### config.mk
export PLATFORM = sky130hd
export DESIGN_NAME = bytelane_write_slave
export DESIGN_NICKNAME = d
export VERILOG_FILES = /design/src/rtl/bws_pkg.sv /design/src/rtl/bws_commit_timer.sv /design/src/rtl/bws_lane_mem.sv /design/src/rtl/bws_ctrl.sv /design/src/rtl/bytelane_write_slave.sv
export SDC_FILE = /design/constraint.sdc
export NUM_CORES = 1
export LEC_CHECK = 0
export BUFFER_PORTS_ARGS = -buffer_cell sky130_fd_sc_hd__buf_2
export CAP_MARGIN = 0
export CORE_ASPECT_RATIO = 0.75
export CORE_MARGIN = 5
export CORE_UTILIZATION = 55
export CTS_CLUSTER_DIAMETER = 60
export DETAILED_ROUTE_END_ITERATION = 10
export PLACE_DENSITY_LB_ADDON = 0.2
export SKIP_LAST_GASP = 1
export SLEW_MARGIN = 20
export SYNTH_ARGS = -nofsm -noshare
export SYNTH_HDL_FRONTEND = slang
export SYNTH_SLANG_ARGS = --single-unit
export TNS_END_PERCENT = 100
### constraint.sdc
create_clock -name clk -period 3.05 [get_ports clk]
set_clock_uncertainty 0.05 [all_clocks]
set_input_delay 0.305 -clock clk [delete_from_list [all_inputs] [get_ports clk]]
set_output_delay 0.305 -clock clk [all_outputs]
set_load 0.005 [all_outputs]
### src/rtl/bws_pkg.sv
package bws_pkg;

  typedef enum logic [1:0] {
    ST_IDLE,
    ST_DATA,
    ST_COMMIT,
    ST_RESP
  } bws_state_e;

  localparam logic [1:0] RESP_OKAY   = 2'b00;
  localparam logic [1:0] RESP_SLVERR = 2'b10;
  localparam logic [1:0] RESP_DECERR = 2'b11;

  // True when the last beat index of a burst falls outside the store.
  function automatic logic span_exceeds(input logic [31:0] first_word,
                                        input logic [31:0] beats_m1,
                                        input logic [31:0] depth);
    return (first_word + beats_m1) >= depth;
  endfunction

  function automatic logic [1:0] status_of(input logic decode_err);
    return decode_err ? RESP_DECERR : RESP_OKAY;
  endfunction

endpackage

### src/rtl/bws_commit_timer.sv
module bws_commit_timer #(
  parameter int COMMIT_LAT = 3
) (
  input  logic clk,
  input  logic rst_n,
  input  logic arm,
  output logic fire
);

  generate
    if (COMMIT_LAT == 0) begin : g_zero
      assign fire = arm;
    end else begin : g_count
      localparam int CW = (COMMIT_LAT < 2) ? 1 : $clog2(COMMIT_LAT);
      logic [CW-1:0] cnt_q;
      logic          run_q;

      assign fire = run_q && (cnt_q == '0);

      always_ff @(posedge clk) begin
        if (!rst_n) begin
          run_q <= 1'b0;
          cnt_q <= '0;
        end else if (arm) begin
          run_q <= 1'b1;
          cnt_q <= CW'(COMMIT_LAT - 1);
        end else if (run_q) begin
          if (cnt_q == '0) run_q <= 1'b0;
          else             cnt_q <= cnt_q - 1'b1;
        end
      end
    end
  endgenerate

endmodule

### src/rtl/bws_lane_mem.sv
module bws_lane_mem #(
  parameter int DATA_W = 32,
  parameter int DEPTH  = 16,
  localparam int LANES = DATA_W / 8,
  localparam int IDX_W = (DEPTH < 2) ? 1 : $clog2(DEPTH)
) (
  input  logic              clk,
  input  logic              wr_en,
  input  logic [IDX_W-1:0]  wr_idx,
  input  logic [DATA_W-1:0] wr_data,
  input  logic [LANES-1:0]  wr_strb,
  input  logic [IDX_W-1:0]  rd_idx,
  output logic [DATA_W-1:0] rd_data
);

  generate
    for (genvar g = 0; g < LANES; g++) begin : g_lane
      logic [7:0] lane_q [DEPTH];

      always_ff @(posedge clk) begin
        if (wr_en && wr_strb[g]) lane_q[wr_idx] <= wr_data[8*g +: 8];
      end

      assign rd_data[8*g +: 8] = lane_q[rd_idx];
    end
  endgenerate

endmodule

### src/rtl/bws_ctrl.sv
module bws_ctrl
  import bws_pkg::*;
#(
  parameter int ADDR_W     = 12,
  parameter int ID_W       = 4,
  parameter int DATA_W     = 32,
  parameter int DEPTH      = 16,
  localparam int LANE_BITS = $clog2(DATA_W / 8),
  localparam int PTR_W     = ADDR_W - LANE_BITS,
  localparam int IDX_W     = (DEPTH < 2) ? 1 : $clog2(DEPTH)
) (
  input  logic              clk,
  input  logic              rst_n,
  input  logic              aw_valid,
  output logic              aw_ready,
  input  logic [ADDR_W-1:0] aw_addr,
  input  logic [ID_W-1:0]   aw_id,
  input  logic [7:0]        aw_len,
  input  logic              w_valid,
  output logic              w_ready,
  input  logic              w_last,
  output logic              b_valid,
  input  logic              b_ready,
  output logic [ID_W-1:0]   b_id,
  output logic [1:0]        b_resp,
  input  logic              commit_fire,
  output logic              last_beat_acc,
  output logic              wr_en,
  output logic [IDX_W-1:0]  wr_idx
);

  bws_state_e       state_q, state_d;
  logic [ID_W-1:0]  id_q;
  logic [PTR_W-1:0] ptr_q;
  logic             err_q;
  logic             aw_acc;
  logic             beat_acc;

  assign aw_ready      = (state_q == ST_IDLE);
  assign w_ready       = (state_q == ST_DATA);
  assign b_valid       = (state_q == ST_RESP);
  assign aw_acc        = aw_valid && aw_ready;
  assign beat_acc      = w_valid && w_ready;
  assign last_beat_acc = beat_acc && w_last;
  assign wr_en         = beat_acc && !err_q;
  assign wr_idx        = ptr_q[IDX_W-1:0];
  assign b_id          = id_q;
  assign b_resp        = status_of(err_q);

  always_comb begin
    state_d = state_q;
    unique case (state_q)
      ST_IDLE:   if (aw_acc) state_d = ST_DATA;
      ST_DATA:   if (last_beat_acc) state_d = commit_fire ? ST_RESP : ST_COMMIT;
      ST_COMMIT: if (commit_fire) state_d = ST_RESP;
      ST_RESP:   if (b_ready) state_d = ST_IDLE;
      default:   state_d = ST_IDLE;
    endcase
  end

  always_ff @(posedge clk) begin
    if (!rst_n) begin
      state_q <= ST_IDLE;
      id_q    <= '0;
      ptr_q   <= '0;
      err_q   <= 1'b0;
    end else begin
      state_q <= state_d;
      if (aw_acc) begin
        id_q  <= aw_id;
        ptr_q <= aw_addr[ADDR_W-1:LANE_BITS];
        err_q <= span_exceeds(32'(aw_addr[ADDR_W-1:LANE_BITS]), 32'(aw_len),
                              32'(DEPTH));
      end else if (beat_acc) begin
        ptr_q <= ptr_q + 1'b1;
      end
    end
  end

endmodule

### src/rtl/bytelane_write_slave.sv
module bytelane_write_slave #(
  parameter int ADDR_W     = 12,
  parameter int ID_W       = 4,
  parameter int DATA_W     = 32,
  parameter int DEPTH      = 16,
  parameter int COMMIT_LAT = 3,
  localparam int LANES     = DATA_W / 8,
  localparam int IDX_W     = (DEPTH < 2) ? 1 : $clog2(DEPTH)
) (
  input  logic              clk,
  input  logic              rst_n,
  input  logic              aw_valid,
  output logic              aw_ready,
  input  logic [ADDR_W-1:0] aw_addr,
  input  logic [ID_W-1:0]   aw_id,
  input  logic [7:0]        aw_len,
  input  logic              w_valid,
  output logic              w_ready,
  input  logic [DATA_W-1:0] w_data,
  input  logic [LANES-1:0]  w_strb,
  input  logic              w_last,
  output logic              b_valid,
  input  logic              b_ready,
  output logic [ID_W-1:0]   b_id,
  output logic [1:0]        b_resp,
  input  logic [IDX_W-1:0]  pk_idx,
  output logic [DATA_W-1:0] pk_word
);

  // Internal events named for the checker.
  logic             last_beat_acc;
  logic             commit_fire;
  logic             mem_wr_en;
  logic [IDX_W-1:0] mem_wr_idx;

  bws_ctrl #(
    .ADDR_W(ADDR_W), .ID_W(ID_W), .DATA_W(DATA_W), .DEPTH(DEPTH)
  ) ctrl_i (
    .clk(clk), .rst_n(rst_n),
    .aw_valid(aw_valid), .aw_ready(aw_ready), .aw_addr(aw_addr),
    .aw_id(aw_id), .aw_len(aw_len),
    .w_valid(w_valid), .w_ready(w_ready), .w_last(w_last),
    .b_valid(b_valid), .b_ready(b_ready), .b_id(b_id), .b_resp(b_resp),
    .commit_fire(commit_fire), .last_beat_acc(last_beat_acc),
    .wr_en(mem_wr_en), .wr_idx(mem_wr_idx)
  );

  bws_commit_timer #(.COMMIT_LAT(COMMIT_LAT)) timer_i (
    .clk(clk), .rst_n(rst_n), .arm(last_beat_acc), .fire(commit_fire)
  );

  bws_lane_mem #(.DATA_W(DATA_W), .DEPTH(DEPTH)) mem_i (
    .clk(clk), .wr_en(mem_wr_en), .wr_idx(mem_wr_idx),
    .wr_data(w_data), .wr_strb(w_strb),
    .rd_idx(pk_idx), .rd_data(pk_word)
  );

endmodule

# Word-level counts from Yosys, hierarchy flattened
# Memories as Yosys holds them, arrays and structs flattened.
# Index checks and enable logic that the tools add are counted.
[word_totals] register_bits=20 ram_bits=512 n_memories=4
[mem_list] name="mem_i.g_lane[0].lane_q" words=16 word_bits=8 read_ports=1 rd_ports_with_merged_regs=0 write_ports=1 line="bws_lane_mem.sv:18" source="logic [7:0] lane_q [DEPTH];"
[mem_list] name="mem_i.g_lane[1].lane_q" words=16 word_bits=8 read_ports=1 rd_ports_with_merged_regs=0 write_ports=1 line="bws_lane_mem.sv:18"
[mem_list] name="mem_i.g_lane[2].lane_q" words=16 word_bits=8 read_ports=1 rd_ports_with_merged_regs=0 write_ports=1 line="bws_lane_mem.sv:18"
[mem_list] name="mem_i.g_lane[3].lane_q" words=16 word_bits=8 read_ports=1 rd_ports_with_merged_regs=0 write_ports=1 line="bws_lane_mem.sv:18"
[classes] n_addsub=3 order_cmp=1 eq_ne=8 mux=23 bitwise=2 n_reduce_logical=18
[ops] op="32-bit by 5-bit >= comparator with 1-bit output, second input constant" n=1
[ops] op="10-bit 2-to-1 mux" n=2
[ops] op="2-bit 2-to-1 mux" n=8
[ops] op="1-bit 2-to-1 mux" n=12
[ops] op="10-bit by 8-bit adder with 11-bit output" n=1
[ops] op="10-bit by 1-bit adder with 10-bit output, second input constant" n=1
[ops] op="1-bit logical AND" n=9
[ops] op="2-bit case mux with 4 select lines" n=1
[ops] op="2-bit != test, second input constant" n=3
[ops] op="2-bit equality test, second input constant" n=2
[ops] op="2-bit zero test" n=2
[ops] op="2-bit by 1-bit != test with 1-bit output, second input constant" n=2
[ops] op="2-bit AND reduction" n=2
[ops] op="4-bit AND reduction" n=1
[ops] op="2-bit nonzero test" n=2
[ops] op="2-bit by 1-bit equality test with 1-bit output, second input constant" n=1
[ops] op="1-bit NOT" n=2
[ops] op="2-bit OR reduction" n=1
[ops] op="2-bit by 1-bit subtractor with 2-bit output, second input constant" n=1
[ops] op="1-bit zero test" n=1

# Depth between registers and ports, before layout
# Gate-level depths: netlist (run 1).
[logic_depth] ltp_word=6 ltp_mapped=7

# By module
# From an unflattened synthesis (run 1), not the netlist that was laid out.
[unflattened] hier_cells=990 hier_area_um2=20432.1
[by_module_without_submodules] mod="bws_lane_mem" instances=1 cells_each=877 area_each_um2=19464.9
[by_module_without_submodules] mod="bws_ctrl" instances=1 cells_each=101 area_each_um2=838.3
[by_module_without_submodules] mod="bws_commit_timer" instances=1 cells_each=12 area_each_um2=128.9

# Least setup slack after synthesis (run 1)
# No wires, ideal clock.
[synth_timing] kind="register to register" start="register ctrl_i.state_q[1]" end="memory mem_i.g_lane[2].lane_q[10][0], enable pin" setup_ps=370 arrival_time_ps=1777 slack_ps=853 stages_incl_launch_ff=8 n_path_buf=1 cell_sequence="dfxtp_1 > inv_1 > ha_1 > nand2_1 > nor2_1 > nand2_1 > clkbuf_1 > nor2_1"
[synth_via] elab_chain_len=6
[synth_lines] element="from (decl)" line="bws_ctrl.sv:32" source="bws_state_e state_q, state_d;"
[synth_lines] element="from (signal assigned)" line="bws_ctrl.sv:68" source="state_q <= state_d;"
[synth_lines] element="2-bit by 1-bit equality test with 1-bit output" line="bws_ctrl.sv:40" source="assign w_ready = (state_q == ST_DATA);"
[synth_lines] element="named net w_ready" line="bytelane_write_slave.sv:18" source="output logic w_ready,"
[synth_lines] element="1-bit logical AND" line="bws_ctrl.sv:43" source="assign beat_acc = w_valid && w_ready;"
[synth_lines] element="1-bit logical AND" line="bws_ctrl.sv:45" source="assign wr_en = beat_acc && !err_q;"
[synth_lines] element="1-bit logical AND" line="bws_lane_mem.sv:21" source="if (wr_en && wr_strb[g]) lane_q[wr_idx] <= wr_data[8*g +: 8];"
[synth_lines] element="1-bit 2-to-1 mux" line="bws_lane_mem.sv:21"
[synth_lines] element="1-bit 2-to-1 mux (not written as such)" line="bws_lane_mem.sv:21"
[synth_lines] element="to (decl)" line="bws_lane_mem.sv:18"
# The timed path passes the listed nets, and every way through them passes these cells.

# Worst setup path after layout (run 1)
[layout_timing] start="register ctrl_i.state_q[1]" end="memory mem_i.g_lane[0].lane_q[3][7], enable pin"
[layout_via] elab_chain_len=6
[layout_lines] element="2-bit by 1-bit equality test with 1-bit output" line="bws_ctrl.sv:40"
[layout_lines] element="1-bit logical AND" line="bws_ctrl.sv:43"
[layout_lines] element="1-bit logical AND" line="bws_ctrl.sv:45"
[layout_lines] element="1-bit logical AND" line="bws_lane_mem.sv:21"
[layout_lines] element="1-bit 2-to-1 mux" line="bws_lane_mem.sv:21"
[layout_lines] element="1-bit 2-to-1 mux (not written as such)" line="bws_lane_mem.sv:21"
[layout_lines] element="to (decl)" line="bws_lane_mem.sv:18"
# Every way passes these cells.

==> results of run 1 <==
==> routing by layer <==
metal | part of all wire | global-route usage | routed length (microns)
met5 | 0.00031 | 0 | 13
met4 | 0.013 | 0.0367 | 537
met3 | 0.070 | 0.0401 | 2960
met2 | 0.48 | 0.328 | 20200
met1 | 0.44 | 0.317 | 18300
==> report_power, final <==
group / switching (W) / internal (W) / total, W
Sequential: 0.0000699 / 0.00803 / 0.00810
Combinational: 0.000669 / 0.000508 / 0.00118
Clock: 0.00240 / 0.00292 / 0.00532
Total: 0.00314 / 0.0115 / 0.0146
==> cell families after synthesis <==
kind of cell / after synthesis / synth area share
AO/OA/AOI/OAI: 30 / 0.0105
XOR/XNOR: 2 / 0.000851
adder cells (fa/ha/maj): 17 / 0.0107
buffers and inverters: 55 / 0.0140
flip-flops: 526 / 0.760
multiplexers: 162 / 0.177
AND/OR/NAND/NOR: 131 / 0.0270
==> layout make-up <==
class / count / area [sq um] / area share
diodes: 1 / 2.50 / 0.000106
clock buffers: 66 / 1290 / 0.0545
clock inverters: 11 / 47.5 / 0.00201
inverters: 10 / 37.5 / 0.00159
multi-input cells: 342 / 4650 / 0.197
flip-flops and latches: 526 / 15700 / 0.662
well taps: 504 / 631 / 0.0267
repair buffers: 202 / 1340 / 0.0568
==> layout by cell type, fill, tap and decap left out, types with 2 or more instances in the layout <==
cell type and count:
edfxtp_1 512, mux4_2 155, buf_2 106, buf_4 81, nor2_1 67, clkbuf_16 49
nand2_1 35, clkbuf_1 17, ha_1 16, dfxtp_1 14, nand3_1 13, inv_1 10
clkinv_1 8, dlygate4sd3_1 8, a21boi_0 6, mux4_1 5, o21ai_0 5, a21oi_1 5
buf_12 5, nor2b_1 4, o211a_1 4, or3_1 2, nor3b_1 2, nor4_1 2
a31oi_1 2, mux2i_1 2, clkinv_2 2
==> final timing paths <==
path	startpoint	to	slack, ns	cells after the start
worst max-delay path	ctrl_i.state_q[1]	mem_i.g_lane[0].lane_q[3][7]	0.49	7
worst min-delay path	rst_n	ctrl_i.ptr_q[2]	0.06	2
worst max register to register	ctrl_i.state_q[1]	mem_i.g_lane[0].lane_q[3][7]	0.49	7
worst min register to register	ctrl_i.b_id[0]	ctrl_i.b_id[0]	0.42	2
==> registers in the layout, indices dropped and copies added, names as in the netlist <==
name / cells
timer_i.g_count.cnt_q: 2
ctrl_i.ptr_q: 4
ctrl_i.err_q: 1
ctrl_i.b_id: 4
timer_i.g_count.run_q: 1
mem_i.g_lane.lane_q: 512
ctrl_i.state_q: 2
==> stage by stage <==
step,instances,total power [W],hold slack (ns),instance area [sq um],utilization
after floorplan,923,0.00897,0.354,20600,-
after global placement,1576,0.00939,0.401,22200,0.601
after detailed placement,1576,0.00942,0.410,22200,0.601
after CTS,1661,0.0147,0.0485,23700,0.639
after global routing,1661,0.0151,0.0622,23700,0.639
final,1662,0.0146,0.0647,23700,0.639
==> timing repair <==
item,4_1_cts,5_1_grt
endpoints found under the hold margin,8,0
hold buffers,8,0
setup endpoints to repair,0,0
buffers inserted,0,0
==> flow_summary.json, run 1 <==
{
  "end_kind": "flop",
  "synth.yosys.warnings": 0,
  "drcViolationCount": 0,
  "p_leak_nw": 7.75,
  "vias_per_cell": 5.95,
  "nets": 1217,
  "syn-cell-area_sq_mm": 0.0206,
  "place_ws_ns": 0.459,
  "antenna_found_initial": 1,
  "finalMaxSlewViolations": 0,
  "ys_top_cells_by_area": "edfxtp_1 (75%), mux4_2 (17%), dfxtp_1 (1.4%)",
  "path_buf_inv": 2,
  "finalHoldViolCount": 0,
  "ys_top_cells_by_count": "edfxtp_1 (512), mux4_2 (155), nor2_1 (67)",
  "overflow": 0,
  "max_stage_delay_ns": 0.40,
  "antenna_left": 0,
  "io_pins": 111,
  "crit_family": "simple AND/OR/NAND/NOR gates",
  "status": "completed",
  "min_path_type": "in -> reg",
  "totalWireLength_microns": 42100,
  "synth.distinct_cells": 42,
  "postSynthCellCount": 923,
  "clock_sinks": 526,
  "min_period_ns": 2.56,
  "grtUsageTotal": 0.208,
  "ys.flop_type": "edfxtp_1",
  "fp.dieH_microns": 178,
  "vias": 9897,
  "cp_max_fo": 16,
  "peakVddDrop_v": 0.000417,
  "insertion_delay_ns": 0.55,
  "synth_top_area_share": 0.746,
  "drive_gt1_frac": 0.349,
  "cp.arrival_ns": 2.75,
  "gp_congestion": 0.771,
  "numCtsBuffers": 48,
  "start_kind": "flop",
  "synth_edf_count": 512,
  "timing.fmax_mhz": 391,
  "rsz0062_at_grt": "no",
  "yosys.area.top_type": "edfxtp_1",
  "fin_setup_tns_ns": 0,
  "synth.most_common_cell": "edfxtp_1",
  "crit_required_ns": 3.24,
  "syn_nets": 1010,
  "grt_max_degree": 36,
  "finalCritPeriodShare": 0.839,
  "start_util": 0.556,
  "clockRootBuffer": "clkbuf_16",
  "core-area_sq_mm": 0.0370,
  "wl_per_cell_microns": 25.3,
  "io_buffer_count": 108,
  "drtIter0Drc": 993,
  "drtPass1Iterations": 5,
  "area_growth_pct": 14.9,
  "place_hpwl_microns": 26400,
  "synth_seq_cells": 526,
  "clk_path_buf_depth": 3,
  "crit_type": "reg -> reg",
  "grt_pass1_wl_microns": 63700,
  "grt_pass1_vias": 10200,
  "maxSlewHeadroom": 0.611,
  "die_area_sq_mm": 0.0415,
  "crit_slowest_cell": "nand2_1",
  "maxCapViolCount": 0,
  "setup_viol": 0,
  "layout_setup_ws_ns": 0.492,
  "rows": 61,
  "cts_tree": "built",
  "cts_resized": 0,
  "htreeDepth": 2,
  "max_slew.worst_pin.slew_ns": 0.584,
  "async_reset_ff_frac": 0,
  "die_x_microns": 233,
  "path_clk_slew_ns": 0.06,
  "yosysSeqAreaShare": 0.760,
  "fillers": 2504,
  "power.density_mw_per_mm2": 617,
  "syn_avg_cell_area_sq_um": 22.3,
  "crit_path_cell_trace": "inv_1, ha_1, nand2_1, nor2_1, nand2_1, nor2_1, buf_4"
}
(Power assumes the default switching activity.)
==> run 2, diff against run 1 <==
==> constraint.sdc (replaced) <==
create_clock -name clk -period 2.1 [get_ports clk]
set_clock_uncertainty 0.05 [all_clocks]
set_input_delay 0.21 -clock clk [delete_from_list [all_inputs] [get_ports clk]]
set_output_delay 0.21 -clock clk [all_outputs]
set_load 0.005 [all_outputs]
==> flow_summary.json, run 2 (synthesis gave the netlist of run 1 again) <==
{
  "status": "finished with violations",
  "failed_checks": "negative setup slack",
  "min_period_ns": 2.40,
  "stdcell_area_sq_mm": 0.0246,
  "io_buffer_count": 108,
  "start_util": 0.556,
  "postCtsSetupRepairBufs": 0,
  "io_pins": 111,
  "peakVddDrop_v": 0.000960,
  "area_growth_pct": 19.5,
  "r2r_slack_ns": 0.12,
  "numCtsBuffers": 49,
  "min_path_type": "in -> reg",
  "fillers": 2374,
  "placed_area_sq_mm": 0.0224,
  "final_common_cell": "edfxtp_1",
  "clock_power_share": 0.392,
  "crit_required_ns": 1.84,
  "antenna_found_initial": 2,
  "finalHoldViolCount": 0,
  "start_kind": "flop",
  "maxSlewHeadroom": 0.746,
  "reg2regPathDepth": 6,
  "wl_per_cell_microns": 25.1,
  "power.density_mw_per_mm2": 919,
  "n_antenna_cell": 0,
  "rsz0062_at_grt": "yes",
  "maxCapViolCount": 0,
  "drive_gt1_frac": 0.363,
  "fin_setup_tns_ns": -6.65,
  "final_cells": 1725,
  "switching_share": 0.215,
  "finalCritPeriodShare": 1.14,
  "placed_cells_incl_taps": 1581,
  "multi_input_area_sq_mm": 0.00469,
  "power.switching_w": 0.00485,
  "regArea_sq_mm": 0.0157,
  "cp.arrival_ns": 2.14,
  "place_ws_ns": -0.159,
  "end_kind": "output port",
  "finalMaxSlewViolations": 0,
  "htreeDepth": 2,
  "clock_sinks": 526,
  "clk_path_buf_depth": 3,
  "clockRootBuffer": "clkbuf_16",
  "antenna_left": 0,
  "grtUsageTotal": 0.214,
  "p_comb_frac": 0.088,
  "p_leak_nw": 8.18,
  "setup_viol": 32,
  "grt_pass1_wl_microns": 65100,
  "gp_congestion": 0.769,
  "vias": 10100,
  "timing.fmax_mhz": 416,
  "overflow": 0,
  "p_int_w": 0.0178,
  "insertion_delay_ns": 0.56,
  "cts_tree": "built",
  "drcViolationCount": 0,
  "die_area_sq_mm": 0.0415,
  "place_hpwl_microns": 26400,
  "worst_r2r_endpoint": "ctrl_i.ptr_q[2]",
  "vias_per_cell": 5.88,
  "layout_setup_ws_ns": -0.302,
  "holdCritStartpoint": "aw_len[7]",
  "crit_type": "reg -> out",
  "die_x_microns": 233,
  "cp_max_fo": 1,
  "whs_ns": 0.155,
  "p_seq_frac": 0.520,
  "r2r-start": "ctrl_i.ptr_q[1]",
  "fp.dieH_microns": 178,
  "regMostFlops": "mem_i.g_lane.lane_q",
  "drtIter0Drc": 1073,
  "hold_end": "ctrl_i.err_q",
  "rows": 61,
  "crit_start": "mem_i.g_lane[0].lane_q[7][5]",
  "core-area_sq_mm": 0.0370,
  "path_clk_slew_ns": 0.07,
  "grt_pass1_vias": 10600,
  "totalWireLength_microns": 43300,
  "final_cell_mix": "edfxtp_1 (512), mux4_2 (159), buf_2 (102)",
  "nets": 1269,
  "grt_max_degree": 33,
  "largest_reg_flops": 512,
  "hold_depth": 6,
  "drtPass1Iterations": 5,
  "max_slew.worst_pin.slew_ns": 0.381
}
## run 2: layer usage
metal / up-vias / GRT usage / part of all wire
met4: 4 / 0.0389 / 0.013
met2: 391 / 0.337 / 0.48
met5: - / 0 / 0.00079
met3: 41 / 0.0462 / 0.072
li1: 4381 / - / -
met1: 5327 / 0.320 / 0.44
## run 2: worst max-delay path by stage
| stage | endpoint | slack (ns) | cells after the start |
|---|---|---|---|
| detailed placement | mem_i.g_lane[1].lane_q[4][3] | -0.16 | 8 |
| floorplan | mem_i.g_lane[2].lane_q[10][0] | -0.1 | 7 |
| CTS | pk_word[5] | -0.33 | 3 |
| finish | pk_word[5] | -0.30 | 3 |
| global route | pk_word[5] | -0.35 | 3 |
| global placement | mem_i.g_lane[1].lane_q[9][3] | -0.10 | 8 |
## run 2: power groups by stage
stage | Sequential [W] | Combinational, W | Clock [W]
after floorplan | 0.0119 | 0.00108 | 0
after global placement | 0.0120 | 0.00177 | 0
after detailed placement | 0.0120 | 0.00181 | 0
after CTS | 0.0118 | 0.00196 | 0.00904
after global routing | 0.0118 | 0.00214 | 0.00951
final | 0.0118 | 0.00198 | 0.00887
## run 2: worst max-delay path: stages, from the launching register on
cell and delay (ns):
edfxtp_1 0.39, mux4_2 0.51, mux4_2 0.52, buf_6 0.14
## run 2: layout make-up
| cell class | instances | share of cell area |
|---|---|---|
| Multi-Input combinational cell | 342 | 0.190 |
| Sequential cell | 526 | 0.636 |
| Timing Repair Buffer | 253 | 0.0807 |
| Clock inverter | 29 | 0.0121 |
| Clock buffer | 61 | 0.0534 |
| Inverter | 10 | 0.00153 |
| Tap cell | 504 | 0.0256 |
## run 2: repair_timing
item	in CTS	in global routing
hold buffers	54	0
setup endpoints to repair	544	549
resized for setup	18	12
endpoints found under the hold margin	526	0
pin swaps	0	0
## run 2: through the flow
step	utilization	total power, W
2_1_floorplan	-	0.0130
3_3_place_gp	0.604	0.0137
3_5_place_dp	0.604	0.0138
4_1_cts	0.664	0.0228
5_1_grt	0.665	0.0234
6_report	0.665	0.0226
==> run 3, diff against run 2 <==
--- a/config.mk
+++ b/config.mk
@@ -7,7 +7,7 @@
 export LEC_CHECK = 0
 export BUFFER_PORTS_ARGS = -buffer_cell sky130_fd_sc_hd__buf_2
 export CAP_MARGIN = 0
-export CORE_ASPECT_RATIO = 0.75
+export CORE_ASPECT_RATIO = 1.4
 export CORE_MARGIN = 5
 export CORE_UTILIZATION = 55
 export CTS_CLUSTER_DIAMETER = 60
==> flow_summary.json, run 3 (synthesis gave the netlist of run 1 again) <==
{
  "maxCapViolCount": 0,
  "cts_tree": "built",
  "min_period_ns": 2.39,
  "status": "finished with violations",
  "placed_cells_incl_taps": 1559,
  "final_cells": 1696,
  "power.density_mw_per_mm2": 899,
  "postCtsSetupRepairBufs": 0,
  "end_kind": "output port",
  "start_util": 0.552,
  "crit_top_cell": "mux4_2",
  "crit_required_ns": 1.84,
  "clock_power_share": 0.381,
  "n_antenna_cell": 0,
  "p_leak_nw": 8.20,
  "totalWireLength_microns": 43600,
  "insertion_delay_ns": 0.56,
  "setup_viol": 32,
  "die_area_sq_mm": 0.0415,
  "cp_max_fo": 1,
  "drtIter0Drc": 932,
  "p_comb_frac": 0.088,
  "fp.dieH_microns": 239,
  "grtUsageTotal": 0.213,
  "wl_per_cell_microns": 25.7,
  "start_kind": "flop",
  "numCtsBuffers": 48,
  "finalMaxSlewViolations": 0,
  "layout_setup_ws_ns": -0.290,
  "place_ws_ns": -0.119,
  "final_cell_mix": "edfxtp_1 (512), mux4_2 (159), buf_2 (101)",
  "grt_pass1_wl_microns": 65400,
  "drtPass1Iterations": 5,
  "crit_type": "reg -> out",
  "p_seq_frac": 0.532,
  "place_hpwl_microns": 26800,
  "die_x_microns": 174,
  "grt_max_degree": 33,
  "crit_slowest_cell": "mux4_2",
  "antenna_found_initial": 2,
  "fin_setup_tns_ns": -6.43,
  "cp.arrival_ns": 2.13,
  "gp_congestion": 0.738,
  "drive_gt1_frac": 0.365,
  "clk_path_buf_depth": 3,
  "finalHoldViolCount": 0,
  "power.switching_w": 0.00478,
  "final_common_cell": "edfxtp_1",
  "drcViolationCount": 0,
  "maxSlewHeadroom": 0.742,
  "io_buffer_count": 108,
  "fillers": 2402,
  "max_slew.worst_pin.slew_ns": 0.386,
  "switching_share": 0.216,
  "min_path_type": "in -> reg",
  "area_growth_pct": 19.5,
  "clockRootBuffer": "clkbuf_16",
  "failed_checks": "negative setup slack",
  "path_clk_slew_ns": 0.07,
  "core-area_sq_mm": 0.0373,
  "peakVddDrop_v": 0.000702,
  "clock_sinks": 526,
  "regMostFlops": "mem_i.g_lane.lane_q",
  "crit_path_cell_trace": "mux4_2, mux4_2, buf_2",
  "overflow": 0,
  "largest_reg_flops": 512,
  "htreeDepth": 2,
  "regArea_sq_mm": 0.0157,
  "timing.fmax_mhz": 418,
  "finalCritPeriodShare": 1.14,
  "nets": 1274,
  "multi_input_area_sq_mm": 0.00468,
  "vias_per_cell": 5.89,
  "grt_pass1_vias": 10600,
  "rows": 84,
  "vias": 9982,
  "p_int_w": 0.0173,
  "rsz0062_at_grt": "yes",
  "max_stage_delay_ns": 0.52,
  "io_pins": 111,
  "antenna_left": 0
}
-- run 3: routing by layer --
layer / GRT usage / part of all wire / vias up
met5: 0 / 0.00046 / -
met4: 0.0554 / 0.025 / 4
met3: 0.0339 / 0.061 / 73
met2: 0.386 / 0.54 / 345
met1: 0.272 / 0.37 / 5180
li1: - / - / 4380
-- run 3: final timing paths --
check                           startpoint                        to  slack, ns  depth (start not counted)
min                            aw_addr[11]              ctrl_i.err_q        0.1                          5
max          mem_i.g_lane[0].lane_q[10][6]                pk_word[6]      -0.29                          3
max reg2reg              ctrl_i.state_q[0]            ctrl_i.b_id[0]       0.10                          7
min reg2reg       timer_i.g_count.cnt_q[1]  timer_i.g_count.cnt_q[1]       0.49                          2
-- run 3: worst max-delay path, delay by kind of cell (launching register included) --
kind	cells	cell delay (ns)
DFF	1	0.42
muxes	2	1.00
buffers and inverters	1	0.14
-- run 3: area by class of cell --
cell class,instances,share of cell area
Sequential cell,526,0.636
Multi-Input combinational cell,342,0.190
Timing Repair Buffer,259,0.0861
Clock buffer,55,0.0508
Tap cell,473,0.0241
Clock inverter,31,0.0110
Inverter,10,0.00153
-- run 3: per-stage QoR --
| stage | total power, W | instance area, sq um | utilization | hold slack [ns] |
|---|---|---|---|---|
| after CTS | 0.0222 | 24600 | 0.658 | 0.0742 |
| after detailed placement | 0.0138 | 22500 | 0.604 | 0.407 |
| final | 0.0221 | 24600 | 0.659 | 0.0957 |
| after floorplan | 0.0130 | 20600 | - | 0.259 |
| after global routing | 0.0229 | 24600 | 0.659 | 0.107 |
| after global placement | 0.0137 | 22500 | 0.604 | 0.400 |
-- run 3: repair_timing --
item	CTS	global route
setup endpoints to repair	406	388
gates resized for setup	9	11
endpoints found under the hold margin	525	0
hold buffers	51	0
-- run 3: power by group through the flow --
stage	Clock, W	Combinational (W)	Sequential, W
2_1_floorplan	0	0.00108	0.0119
3_3_place_gp	0	0.00176	0.0120
3_5_place_dp	0	0.00179	0.0120
4_1_cts	0.00857	0.00192	0.0118
5_1_grt	0.00902	0.00210	0.0118
6_report	0.00842	0.00194	0.0118
